`config.mk`:
```
export PLATFORM = sky130hd
export DESIGN_NAME = sensor_fault_supervisor
export DESIGN_NICKNAME = d
export VERILOG_FILES = /design/src/rtl/sfs_pkg.sv /design/src/rtl/sfs_sync.sv /design/src/rtl/sfs_parity.sv /design/src/rtl/sfs_clk_monitor.sv /design/src/rtl/sfs_st_qual.sv /design/src/rtl/sensor_fault_supervisor.sv
export SDC_FILE = /design/constraint.sdc
export NUM_CORES = 1
export LEC_CHECK = 0
export BUFFER_PORTS_ARGS = -buffer_cell sky130_fd_sc_hd__buf_2
export CORE_ASPECT_RATIO = 0.75
export CORE_MARGIN = 1
export CORE_UTILIZATION = 25
export CTS_CLUSTER_SIZE = 16
export DETAILED_ROUTE_END_ITERATION = 7
export PLACE_DENSITY = 0.46
export SYNTH_ARGS = -nofsm -noshare
export SYNTH_HDL_FRONTEND = slang
export SYNTH_SLANG_ARGS = --single-unit
```
`constraint.sdc`:
```
create_clock -name clk -period 1.5 [get_ports clk]
set_input_delay 0 -clock clk [delete_from_list [all_inputs] [get_ports clk]]
set_output_delay 0 -clock clk [all_outputs]
set_load 0.02 [all_outputs]
```
`src/rtl/sfs_pkg.sv`:
```
package sfs_pkg;
   typedef struct packed {
      logic supply;
      logic clock;
      logic parity;
   } fault_vec_t;

   function automatic logic any_fault(input fault_vec_t f);
      return f.supply | f.clock | f.parity;
   endfunction
endpackage

```
`src/rtl/sfs_sync.sv`:
```
module sfs_sync #(
   parameter int WIDTH  = 1,
   parameter int STAGES = 2
) (
   input  logic             clk,
   input  logic             rst_n,
   input  logic [WIDTH-1:0] d,
   output logic [WIDTH-1:0] q
);
   logic [WIDTH-1:0] chain [STAGES];

   initial assert (STAGES >= 2) else $error("sfs_sync: STAGES must be at least 2");

   generate
      for (genvar s = 0; s < STAGES; s++) begin : g_stage
         if (s == 0) begin : g_first
            always_ff @(posedge clk or negedge rst_n)
               if (!rst_n) chain[0] <= '0;
               else        chain[0] <= d;
         end else begin : g_next
            always_ff @(posedge clk or negedge rst_n)
               if (!rst_n) chain[s] <= '0;
               else        chain[s] <= chain[s-1];
         end
      end
   endgenerate

   assign q = chain[STAGES-1];
endmodule

```
`src/rtl/sfs_parity.sv`:
```
module sfs_parity #(
   parameter int TRIM_W     = 16,
   parameter bit REGISTERED = 1'b1
) (
   input  logic              clk,
   input  logic              rst_n,
   input  logic [TRIM_W-1:0] word,
   output logic              odd
);
   initial assert (TRIM_W >= 1) else $error("sfs_parity: TRIM_W must be positive");

   logic odd_comb;
   assign odd_comb = ^word;

   generate
      if (REGISTERED) begin : g_reg
         logic odd_q;
         always_ff @(posedge clk or negedge rst_n)
            if (!rst_n) odd_q <= 1'b0;
            else        odd_q <= odd_comb;
         assign odd = odd_q;
         // the registered flag follows the word one cycle later
         assert_parity_follow_R7: assert property (@(posedge clk) disable iff (!rst_n)
            (^word) |=> odd);
      end else begin : g_comb
         assign odd = odd_comb;
      end
   endgenerate
endmodule

```
`src/rtl/sfs_clk_monitor.sv`:
```
module sfs_clk_monitor #(
   parameter int WINDOW_CYCLES = 100_000,
   parameter int MIN_EDGES     = 50,
   parameter int SYNC_STAGES   = 2
) (
   input  logic clk,
   input  logic rst_n,
   input  logic mon_clk,
   output logic clk_fail
);
   localparam int WW = $clog2(WINDOW_CYCLES + 1);
   localparam int EW = $clog2(MIN_EDGES + 1);
   localparam logic [WW-1:0] WIN_LAST = WW'(WINDOW_CYCLES - 1);
   localparam logic [EW-1:0] EDGE_MIN = EW'(MIN_EDGES);

   initial assert (MIN_EDGES >= 1 && MIN_EDGES < WINDOW_CYCLES)
      else $error("sfs_clk_monitor: MIN_EDGES must lie in 1..WINDOW_CYCLES-1");

   logic          mon_s, mon_d;
   logic          mon_rise;
   logic [WW-1:0] win_cnt;
   logic [EW-1:0] edge_cnt;
   logic          win_end;

   sfs_sync #(.WIDTH(1), .STAGES(SYNC_STAGES)) u_mon_sync (
      .clk(clk), .rst_n(rst_n), .d(mon_clk), .q(mon_s));

   always_ff @(posedge clk or negedge rst_n)
      if (!rst_n) mon_d <= 1'b0;
      else        mon_d <= mon_s;

   assign mon_rise = mon_s & ~mon_d;
   assign win_end  = (win_cnt == WIN_LAST);

   always_ff @(posedge clk or negedge rst_n)
      if (!rst_n)       win_cnt <= '0;
      else if (win_end) win_cnt <= '0;
      else              win_cnt <= win_cnt + 1'b1;

   always_ff @(posedge clk or negedge rst_n)
      if (!rst_n)                           edge_cnt <= '0;
      else if (win_end)                     edge_cnt <= '0;
      else if (mon_rise && edge_cnt != EDGE_MIN) edge_cnt <= edge_cnt + 1'b1;

   always_ff @(posedge clk or negedge rst_n)
      if (!rst_n)       clk_fail <= 1'b0;
      else if (win_end) clk_fail <= (edge_cnt < EDGE_MIN);

   // the window counter never leaves its range
   assert_window_bound_R6: assert property (@(posedge clk) disable iff (!rst_n)
      win_cnt <= WIN_LAST);
   // the failure flag only moves at a window boundary
   assert_fail_at_window_R6: assert property (@(posedge clk) disable iff (!rst_n)
      !$past(win_end) |-> $stable(clk_fail));
endmodule

```
`src/rtl/sfs_st_qual.sv`:
```
module sfs_st_qual #(
   parameter int MIN_CYCLES  = 10_000,
   parameter int SYNC_STAGES = 2
) (
   input  logic clk,
   input  logic rst_n,
   input  logic st_in,
   output logic st_rise,
   output logic clear_req
);
   localparam int CW = $clog2(MIN_CYCLES + 1);
   localparam logic [CW-1:0] CNT_MAX  = CW'(MIN_CYCLES);
   localparam logic [CW-1:0] CNT_QUAL = CW'(MIN_CYCLES - 1);

   initial assert (MIN_CYCLES >= 2) else $error("sfs_st_qual: MIN_CYCLES must be at least 2");

   logic          st_s, st_d;
   logic [CW-1:0] high_cnt;

   sfs_sync #(.WIDTH(1), .STAGES(SYNC_STAGES)) u_st_sync (
      .clk(clk), .rst_n(rst_n), .d(st_in), .q(st_s));

   always_ff @(posedge clk or negedge rst_n)
      if (!rst_n) st_d <= 1'b0;
      else        st_d <= st_s;

   always_ff @(posedge clk or negedge rst_n)
      if (!rst_n)                  high_cnt <= '0;
      else if (!st_s)              high_cnt <= '0;
      else if (high_cnt != CNT_MAX) high_cnt <= high_cnt + 1'b1;

   assign st_rise   = st_s & ~st_d;
   assign clear_req = st_s && (high_cnt == CNT_QUAL);

   // a clear request needs self-test held since the previous cycle
   assert_clear_needs_high_R3: assert property (@(posedge clk) disable iff (!rst_n)
      clear_req |-> st_d);
   // at most one request per pulse
   assert_single_clear_R3: assert property (@(posedge clk) disable iff (!rst_n)
      clear_req |=> !clear_req);
endmodule

```
`src/rtl/sensor_fault_supervisor.sv`:
```
module sensor_fault_supervisor #(
   parameter int TRIM_W           = 16,
   parameter int REF_CLK_HZ       = 100_000_000,
   parameter int ST_MIN_US        = 100,
   parameter int CLKMON_WINDOW    = 100_000,
   parameter int CLKMON_MIN_EDGES = 50,
   parameter int SYNC_STAGES      = 2,
   parameter bit PARITY_REG       = 1'b1
) (
   input  logic              clk,
   input  logic              rst_n,
   input  logic              low_supply,
   input  logic              mon_clk,
   input  logic [TRIM_W-1:0] trim_word,
   input  logic              self_test,
   output logic              status,
   output logic              status_valid
);
   import sfs_pkg::*;

   localparam int ST_MIN_CYCLES = (REF_CLK_HZ / 1_000_000) * ST_MIN_US;

   initial assert (REF_CLK_HZ >= 1_000_000) else $error("reference clock below 1 MHz");

   fault_vec_t faults;
   logic       fault_now;
   logic       fault_latch;
   logic       st_rise, clear_req;
   logic       valid_q;

   sfs_sync #(.WIDTH(1), .STAGES(SYNC_STAGES)) u_supply_sync (
      .clk(clk), .rst_n(rst_n), .d(low_supply), .q(faults.supply));

   sfs_clk_monitor #(
      .WINDOW_CYCLES(CLKMON_WINDOW),
      .MIN_EDGES(CLKMON_MIN_EDGES),
      .SYNC_STAGES(SYNC_STAGES)
   ) u_clkmon (
      .clk(clk), .rst_n(rst_n), .mon_clk(mon_clk), .clk_fail(faults.clock));

   sfs_parity #(.TRIM_W(TRIM_W), .REGISTERED(PARITY_REG)) u_parity (
      .clk(clk), .rst_n(rst_n), .word(trim_word), .odd(faults.parity));

   sfs_st_qual #(.MIN_CYCLES(ST_MIN_CYCLES), .SYNC_STAGES(SYNC_STAGES)) u_stq (
      .clk(clk), .rst_n(rst_n), .st_in(self_test), .st_rise(st_rise), .clear_req(clear_req));

   assign fault_now = any_fault(faults);

   // faults dominate a clear request; reset leaves the latch set
   always_ff @(posedge clk or negedge rst_n)
      if (!rst_n)         fault_latch <= 1'b1;
      else if (fault_now) fault_latch <= 1'b1;
      else if (clear_req) fault_latch <= 1'b0;

   always_ff @(posedge clk or negedge rst_n)
      if (!rst_n)       valid_q <= 1'b0;
      else if (st_rise) valid_q <= 1'b1;

   assign status       = fault_latch | self_test;
   assign status_valid = valid_q;

   // any present fault is latched on the next edge
   assert_fault_latches_R1: assert property (@(posedge clk) disable iff (!rst_n)
      fault_now |=> fault_latch);
   // the latch falls only after a qualified request
   assert_clear_source_R3: assert property (@(posedge clk) disable iff (!rst_n)
      $fell(fault_latch) |-> $past(clear_req));
   // the latch never falls while a fault was present
   assert_no_clear_on_fault_R4: assert property (@(posedge clk) disable iff (!rst_n)
      $fell(fault_latch) |-> !$past(fault_now));
   // validity is sticky once reached
   assert_valid_sticky_R5: assert property (@(posedge clk) disable iff (!rst_n)
      status_valid |=> status_valid);
   // validity rises only after a synchronised self-test edge
   assert_valid_source_R5: assert property (@(posedge clk) disable iff (!rst_n)
      $rose(status_valid) |-> $past(st_rise));
endmodule

```
======== After elaboration in Yosys (flattened, before gate mapping) ========
Index checks and enable logic that the tools add are counted.
storage, ports and cells
  bits in registers ....................... 49
  output and inout bits ................... 2
operators by class
  $add $sub $neg .......................... 3
  order comparisons ....................... 1
  equality and inequality tests ........... 5
  muxes and demuxes ....................... 7
  bitwise gates (word level) .............. 7
  reduce and logical (&&, ||, !) cells .... 5
operators by type and width
  kind                                                                     number
  14-bit two-way mux                                                       2
  17-bit by 1-bit adder with 17-bit output, second input constant          1
  17-bit equality test, second input constant                              1
  17-bit two-way mux                                                       1
  16-bit XOR reduction                                                     1
  14-bit by 1-bit adder with 14-bit output, second input constant          1
  14-bit equality test, second input constant                              1
  14-bit inequality test, second input constant                            1
  6-bit two-way mux                                                        2
  6-bit by 1-bit adder with 6-bit output, second input constant            1
  6-bit less-than comparator, second input constant                        1
  6-bit inequality test, second input constant                             1
  2-bit nonzero test                                                       2
  1-bit bitwise OR                                                         3
  1-bit AND                                                                2
  1-bit logical AND                                                        2
  1-bit two-way mux                                                        2
  2-bit by 1-bit inequality test with 1-bit output, second input constant  1
  1-bit NOT                                                                2

======== Depth between registers and ports, before layout ========
Gate-level depths: netlist (run 1).
  word-level depth ........................ 5
  gate-level depth with buffers ........... 6
  depth with buffers taken out ............ 6

======== By module ========
From an unflattened synthesis (run 1), not the netlist that was laid out.
second synthesis, totals
  cells, all modules ...................... 226
  area, all modules ....................... 2423.6 µm²
by module, submodules not included
  module                   instances  cells an instance  area an instance (µm²)  seq. area each (µm²)
  sfs_clk_monitor          1          110                1206.2                  625.6
  sfs_st_qual              1          87                 828.3                   375.4
  sfs_parity               1          16                 156.4                   25.0
  sfs_sync                 3          2                  50.0                    50.0
  sensor_fault_supervisor  1          7                  82.6                    51.3

======== Least setup slack after synthesis (run 1) ========
OpenSTA, ideal clock, no wires.
  path type ............................... register -> register
  start point ............................. reg u_stq.high_cnt[1]
  end point ............................... reg fault_latch
  library setup time ...................... 0.094 ns
  arrival time ............................ 1.415 ns
  required time ........................... 1.406 ns
  path slack .............................. -0.009 ns
  cell stages (with the launch flop) ...... 6
  buffers on the path ..................... 0
  period minus slack after synthesis ...... 1.509 ns
  cell sequence ........................... dfrtp_1 > ha_1 > nand3_1 > nor3b_1 > a41oi_1 > or4_1
on the way
  word-level cells in the longest chain between the ends .. 3
RTL lines
  item                          line                           text
  start, declared               sfs_st_qual.sv:18              logic [CW-1:0] high_cnt;
  start signal, assigned        sfs_st_qual.sv:30              else if (high_cnt != CNT_MAX) high_cnt <= high_cnt + 1'b1;
  14-bit equality test          sfs_st_qual.sv:33              assign clear_req = st_s && (high_cnt == CNT_QUAL);
  1-bit logical AND             sfs_st_qual.sv:33
  2-bit nonzero test (no line)  --
  end signal, assigned          sensor_fault_supervisor.sv:51  if (!rst_n) fault_latch <= 1'b1;
  end signal, assigned          sensor_fault_supervisor.sv:52  else if (fault_now) fault_latch <= 1'b1;
  end signal, assigned          sensor_fault_supervisor.sv:53  else if (clear_req) fault_latch <= 1'b0;
  end, declared                 sensor_fault_supervisor.sv:27  logic fault_latch;
Every way passes these cells.
A chain may end at the register's enable or synchronous reset.

======== Worst setup path in the final report (run 1) ========
  start point ............................. reg u_clkmon.win_cnt[12]
  end point ............................... reg u_clkmon.win_cnt[16]
on the way
  word-level cells in the longest chain between the ends .. 2
  elaborated cells on any way between the ends .. 3
  those cells by class .................... 1 x add/sub; 1 x eq/ne; 1 x mux
RTL lines
  item                                                                              line                                          text
  start, declared                                                                   sfs_clk_monitor.sv:21                         logic [WW-1:0] win_cnt;
  start signal, assigned                                                            sfs_clk_monitor.sv:38                         else win_cnt <= win_cnt + 1'b1;
  17-bit by 1-bit adder with 17-bit output or 17-bit equality test (tied branches)  sfs_clk_monitor.sv:38, sfs_clk_monitor.sv:33
  17-bit two-way mux *                                                              sfs_clk_monitor.sv:37                         else if (win_end) win_cnt <= '0;
Mark *: on every way between the ends. The rest lies on a longest branch, timed or not.

==> run summary, run 1 <==
CP max FO: 2
synth top area cells: dfrtp_1, xnor2_1, xor2_1, and2_1, ha_1
final estimated routing congestion in global placement: 0.7302
synth warn: 0
worst-path cell chain: buf_4 -> and4_4 -> nand4_1 -> or4_1 -> a21oi_2
Slew Limit Headroom: 0.6477
fin crit share: 1.004
area growth from synthesis to layout: 37.36%
CP max stage cell: or4_1
worst skew pair latency: 0.29 ns
CTS Root Cell: clkbuf_16
Routed wire per std cell: 11.72 um
Initial DRC Count: 51
arrival time worst endpoint: 1.72 ns
crit-path max cell delay: 0.50 ns
Post-synth top flop: dfrtp_1
fillcell total: 908
sequential cell area: 0.001235 mm2
synthesis-stage register bit count: 49
Crit Path Class: flop to flop
Initial Utilization: 0.2622
Reg2Reg Launch Point: u_clkmon.win_cnt[12]
Peak VDD IR: 0.0004019 V
Fin Hold WS: 0.2217 ns
synthesized area: 0.002411 mm2
startpoint type of the worst setup path: flop
biggest regs: u_clkmon.win_cnt: 17 flops, u_stq.high_cnt: 14 flops, u_clkmon.edge_cnt: 6 flops
Routed WL: 4897 um
Longest Clk Path Bufs: 2
final std cells w/o fill: 418
CP Launch Point: u_clkmon.win_cnt[12]
Net Count, Synth: 245
Final Hold Vio Count: 0
pwr/cell area: 936.8 mW/mm2
largest net degree at the start of global routing: 23
global-route usage over all layers: 0.1086
worst-margin pin slew: 0.5284 ns
clk sinks: 49
LEAKAGE: 1.444 nW
Synth top area share: 0.4982
post-DP HPWL: 3515 um
violated checks: setup timing
CTS tree: yes
row cnt: 30
core area: 0.009196 mm2
proportion of layout cells with a drive suffix above 1: 0.3586
vias in the first global route: 1732
Inserted Diodes: 0
CP Capture Type: flop
max FFs per register: 17
router iterations before antenna repair: 4
global-route wire length before repair: 8424 um
GRT overflow: 0
Worst Path Buf+Inv: 1
Distinct cells, synth: 42
Total Die Area: 0.01005 mm2
Seq/Total Area, Yosys: 0.5091
FF-to-FF setup slack: -0.007 ns
required time worst endpoint: 1.71 ns
cell taking the most area after synthesis: dfrtp_1
Die Height: 87.05 um
Die W: 115.4 um
DRC violations left: 0
multi-input logic area: 0.001281 mm2
Placed Area: 0.002940 mm2
Top Ports: 23
top-count cell post-synth: dfrtp_1
CTS buffer count: 5
Fmax: 663.7 MHz
final worst slack: -0.006673 ns
Hold WC Path Type: input port to async pin
Top reg by flops: u_clkmon.win_cnt
Max Cap Viol: 0
number of buffers added on ports: 22
Post-synth EDFFs: 0
nets: 316
top cells by count, synth: dfrtp_1, xnor2_1, nor2_1, and2_1
Tmin final: 1.507 ns
Reg-to-Reg End: u_clkmon.win_cnt[16]
initial antenna violation count: 0
final max-slew violation count: 0
status: finished with violations
Post-synth ARST share: 1.000
Max H-tree Level: 2
CP top delay family: simple AND/OR/NAND/NOR gates
post-route cell area: 0.003312 mm2
dpl cells: 400
endpoints failing setup: 1
Final Skew: 0.004926 ns
Synth Area per Inst: 11.06 um2
unrepaired setup endpoints after global routing: true
Final ANT Viol Nets: 0
cell count after synthesis: 218
via/cell ratio: 4.244
CTS clock-pin slew for the worst setup and hold paths: 0.06 ns
vias: 1774
Worst R2R Path Depth: 5
Core Util, Final: 0.3601
[worst max-delay path by stage]
stage | endpoint | slack [ns] | cells after the start
6_report | u_clkmon.win_cnt[16] | -0.007 | 5
5_1_grt | fault_latch | -0.06 | 5
4_1_cts | u_stq.high_cnt[0] | 0.001 | 6
3_5_place_dp | fault_latch | -0.04 | 5
3_3_place_gp | u_clkmon.edge_cnt[1] | -0.03 | 6
2_1_floorplan | fault_latch | -0.002 | 5
[cell families after synthesis]
kind of cell | Yosys count | synth area share
and+or+nand+nor | 93 | 0.2377
xor gates and xnor gates | 43 | 0.1562
muxes | 2 | 0.008303
buffers and inverters | 11 | 0.01764
DFF | 49 | 0.5091
AOI/OAI and AO/OA | 14 | 0.03996
adders and majority gates | 6 | 0.03114
[placed cells by master, fill, tap and decap left out, types with 3 or more instances in the layout]
master,n
and2_1,12
nand3_1,9
buf_4,36
clkbuf_16,5
nand2_1,9
and3_1,4
clkbuf_1,3
o21ai_0,3
buf_2,22
xnor2_1,32
inv_1,7
nand4_1,11
nor3_2,3
xor2_1,11
dfrtp_2,6
dfrtp_1,42
buf_6,4
nor2_1,15
dlygate4sd3_1,4
[timing repair]
item	CTS	global route
buffers inserted	3	2
hold endpoints to repair	21	0
hold buffers	4	0
gates resized for setup	1	39
pin swaps	3	11
setup endpoints to repair	2	24
gates cloned	0	1
[area by class of cell]
cell class / instances / share of cell area
repair buffers: 66 / 0.1405
well taps: 128 / 0.04836
multi-input cells: 158 / 0.3869
inverters: 9 / 0.01020
flip-flops and latches: 49 / 0.3729
clock buffers: 8 / 0.04118
[where the power goes]
part | switching, W | internal, W | leakage [nW] | total, W
sequential | 0.0000889 | 0.00143 | 0.618 | 0.00152
clock | 0.000455 | 0.000621 | 0.0652 | 0.00108
combinational | 0.000245 | 0.000264 | 0.761 | 0.000509
[through the flow]
stage,setup TNS [ns],power (W),setup WS [ns]
floorplan,-0.002150,0.001801,-0.002150
global placement,-0.1022,0.001983,-0.02501
detailed placement,-0.04364,0.001985,-0.03848
CTS,0,0.003095,0.001310
global route,-0.2255,0.003287,-0.06354
finish,-0.006673,0.003103,-0.006673
[layer usage]
layer  track usage  up-vias  wire, um
li1              -      898         -
met4       0.03896        0        74
met3       0.02505        8       154
met1        0.1655      832      2720
met5             0        -         0
met2        0.1464       36      1948
Power figures use the tool's default switching activity.
==> run 2: changes to the inputs <==
--- a/config.mk
+++ b/config.mk
@@ -6,12 +6,14 @@
 export NUM_CORES = 1
 export LEC_CHECK = 0
 export BUFFER_PORTS_ARGS = -buffer_cell sky130_fd_sc_hd__buf_2
+export CAP_MARGIN = 25
 export CORE_ASPECT_RATIO = 0.75
 export CORE_MARGIN = 1
 export CORE_UTILIZATION = 25
 export CTS_CLUSTER_SIZE = 16
 export DETAILED_ROUTE_END_ITERATION = 7
 export PLACE_DENSITY = 0.46
+export REMOVE_ABC_BUFFERS = 1
 export SYNTH_ARGS = -nofsm -noshare
 export SYNTH_HDL_FRONTEND = slang
 export SYNTH_SLANG_ARGS = --single-unit
==> run 2 against run 1 <==
The run now ends clean. Total power is 5.5% higher. Sequential power about the same. Clock skew about the same. Clock power grew 19%. Fmax grew 2.2%. Sequential share of layout area grew 0.75 points. Flip-flop and latch count stayed put. Global-route usage fell by 0.35 points. Design area down 2.4%. Setup slack improved by 0.033 ns. Combinational power is 6.9% lower. Non-clock buffer count is 7 lower. Largest power group unchanged.
==> run summary, run 2 (synthesis gave the netlist of run 1 again) <==
unrepaired setup endpoints after global routing: true
Longest Clk Path Bufs: 2 (unchanged)
Peak VDD IR: 0.0006811 V (+69%)
Final Skew: 0.004967 ns (+0.00004139 ns)
post-route cell area: 0.003233 mm2 (-2.4%)
Total Die Area: 0.01005 mm2 (unchanged)
worst-margin pin slew: 0.5163 ns (-0.01212 ns)
vias in the first global route: 1710 (-1.3%)
status: complete, no violations
most common cell after layout, fill and taps aside: dfrtp_1
Inserted Diodes: 0 (unchanged)
arrival time worst endpoint: 1.70 ns (-0.02 ns)
Die W: 115.4 um (unchanged)
Hold WC Path Type: input port to async pin
Initial Utilization: 0.2622 (unchanged)
Fmax: 678.5 MHz (+2.2%)
Tot Pwr: 0.003275 W (+5.5%)
vias: 1741 (-1.9%)
core area: 0.009196 mm2 (unchanged)
leading cell types in the layout, fill and taps excluded: dfrtp_1, buf_4, xnor2_1
Initial DRC Count: 49 (-3.9%)
CTS Root Cell: clkbuf_16
final estimated routing congestion in global placement: 0.7248 (-0.74%)
Final Hold Vio Count: 0 (unchanged)
Slew Limit Headroom: 0.6558 (+0.008082)
nets: 309 (-2.2%)
initial antenna violation count: 0 (unchanged)
pwr/cell area: 1013 mW/mm2 (+8.1%)
startpoint type of the worst setup path: flop
CTS buffer count: 5 (unchanged)
via/cell ratio: 4.236 (-0.19%)
final worst slack: 0.02621 ns (+0.03288 ns)
number of buffers added on ports: 22 (unchanged)
CP max FO: 3 (+1)
global-route usage over all layers: 0.1051 (-0.003486)
final max-slew violation count: 0 (unchanged)
Placement Setup Slack: -0.01533 ns (+0.02315 ns)
router iterations before antenna repair: 4 (unchanged)
Tmin final: 1.474 ns (-0.03288 ns)
fillcell total: 928 (+2.2%)
LEAKAGE: 1.427 nW (-1.1%)
Die Height: 87.05 um (unchanged)
CP Capture Type: flop
proportion of layout cells with a drive suffix above 1: 0.3286 (-0.03000)
CTS clock-pin slew for the worst setup and hold paths: 0.07 ns (about the same)
Fin Hold WS: 0.2182 ns (-0.003595 ns)
required time worst endpoint: 1.72 ns (about the same)
Max Cap Viol: 0 (unchanged)
TNS Setup: 0 ns (+0.006673 ns)
endpoints failing setup: 0 (-1)
biggest regs: u_clkmon.win_cnt: 17 flops, u_stq.high_cnt: 14 flops, u_clkmon.edge_cnt: 6 flops
area growth from synthesis to layout: 34.09%
worst skew pair latency: 0.29 ns (about the same)
global-route wire length before repair: 8079 um (-4.1%)
Routed WL: 4864 um (-0.67%)
Top reg by flops: u_clkmon.win_cnt
Final ANT Viol Nets: 0 (unchanged)
Placed Area: 0.002875 mm2 (-2.2%)
largest net degree at the start of global routing: 24 (+4.3%)
clk sinks: 49 (unchanged)
DRC violations left: 0 (unchanged)
CTS tree: yes
Max H-tree Level: 2 (unchanged)
max FFs per register: 17 (unchanged)
Routed wire per std cell: 11.83 um (+1.0%)
Top Ports: 23 (unchanged)
GRT overflow: 0 (unchanged)
row cnt: 30 (unchanged)
fin crit share: 0.9825 (-0.02192)
Crit Path Class: flop to flop
post-DP HPWL: 3407 um (-3.1%)
==> run 2: worst paths after layout <==
kind / from / endpoint / slack, ns / cells after the start
max: u_clkmon.win_cnt[12] / u_clkmon.win_cnt[16] / 0.03 / 4
min: rst_n / u_stq.high_cnt[9] / 0.22 / 2
max reg2reg: u_clkmon.win_cnt[12] / u_clkmon.win_cnt[16] / 0.03 / 4
min reg2reg: u_clkmon.u_mon_sync.chain[1] / u_clkmon.u_mon_sync.q / 0.35 / 0
max in group asynchronous: rst_n / u_stq.high_cnt[4] / 0.74 / 3
min in group clk: trim_word[0] / u_parity.odd / 0.25 / 5
==> run 2: power by group <==
| part | internal [W] | leakage (nW) | switching [W] |
|---|---|---|---|
| combinational | 0.000246 | 0.723 | 0.000229 |
| clock | 0.000789 | 0.0800 | 0.000500 |
| sequential | 0.00143 | 0.624 | 0.0000845 |
| total | 0.00246 | 1.43 | 0.000813 |
==> run 2: per-stage QoR <==
step                      utilization  cells
after global routing           0.3516    411
final                          0.3516    411
after detailed placement       0.3127    393
after floorplan                     -    216
after CTS                      0.3371    405
after global placement         0.3127    393
==> run 2: final cells by class <==
cell class                      instances  area [um2]  share of cell area
Timing Repair Buffer                   59       397.9              0.1231
Clock buffer                            5       125.1             0.03870
Multi-Input combinational cell        158        1240              0.3835
Tap cell                              128       160.2             0.04954
Inverter                                9       33.78             0.01045
Sequential cell                        49        1230              0.3804
Clock inverter                          3       46.29             0.01432
==> run 2: critical path, stage by stage, from the launching register on <==
cell and delay, ns:
dfrtp_1 0.40, and4_4 0.24, nand4_1 0.12, or4_1 0.52, a21oi_2 0.13
==> run 2: per-layer routing <==
metal / track usage / routed length (um)
met1: 0.1492 / 2612
met4: 0.03896 / 63
met5: 0 / 0
met2: 0.1541 / 2057
met3: 0.02505 / 131
==> run 2: what timing repair did <==
action | in CTS | in global routing
gates cloned | 0 | 1
resized for setup | 3 | 25
hold buffers | 4 | 0
hold endpoints to repair | 22 | 0
buffers inserted | 0 | 5
endpoints found under the setup margin | 4 | 23
pin swaps | 1 | 11
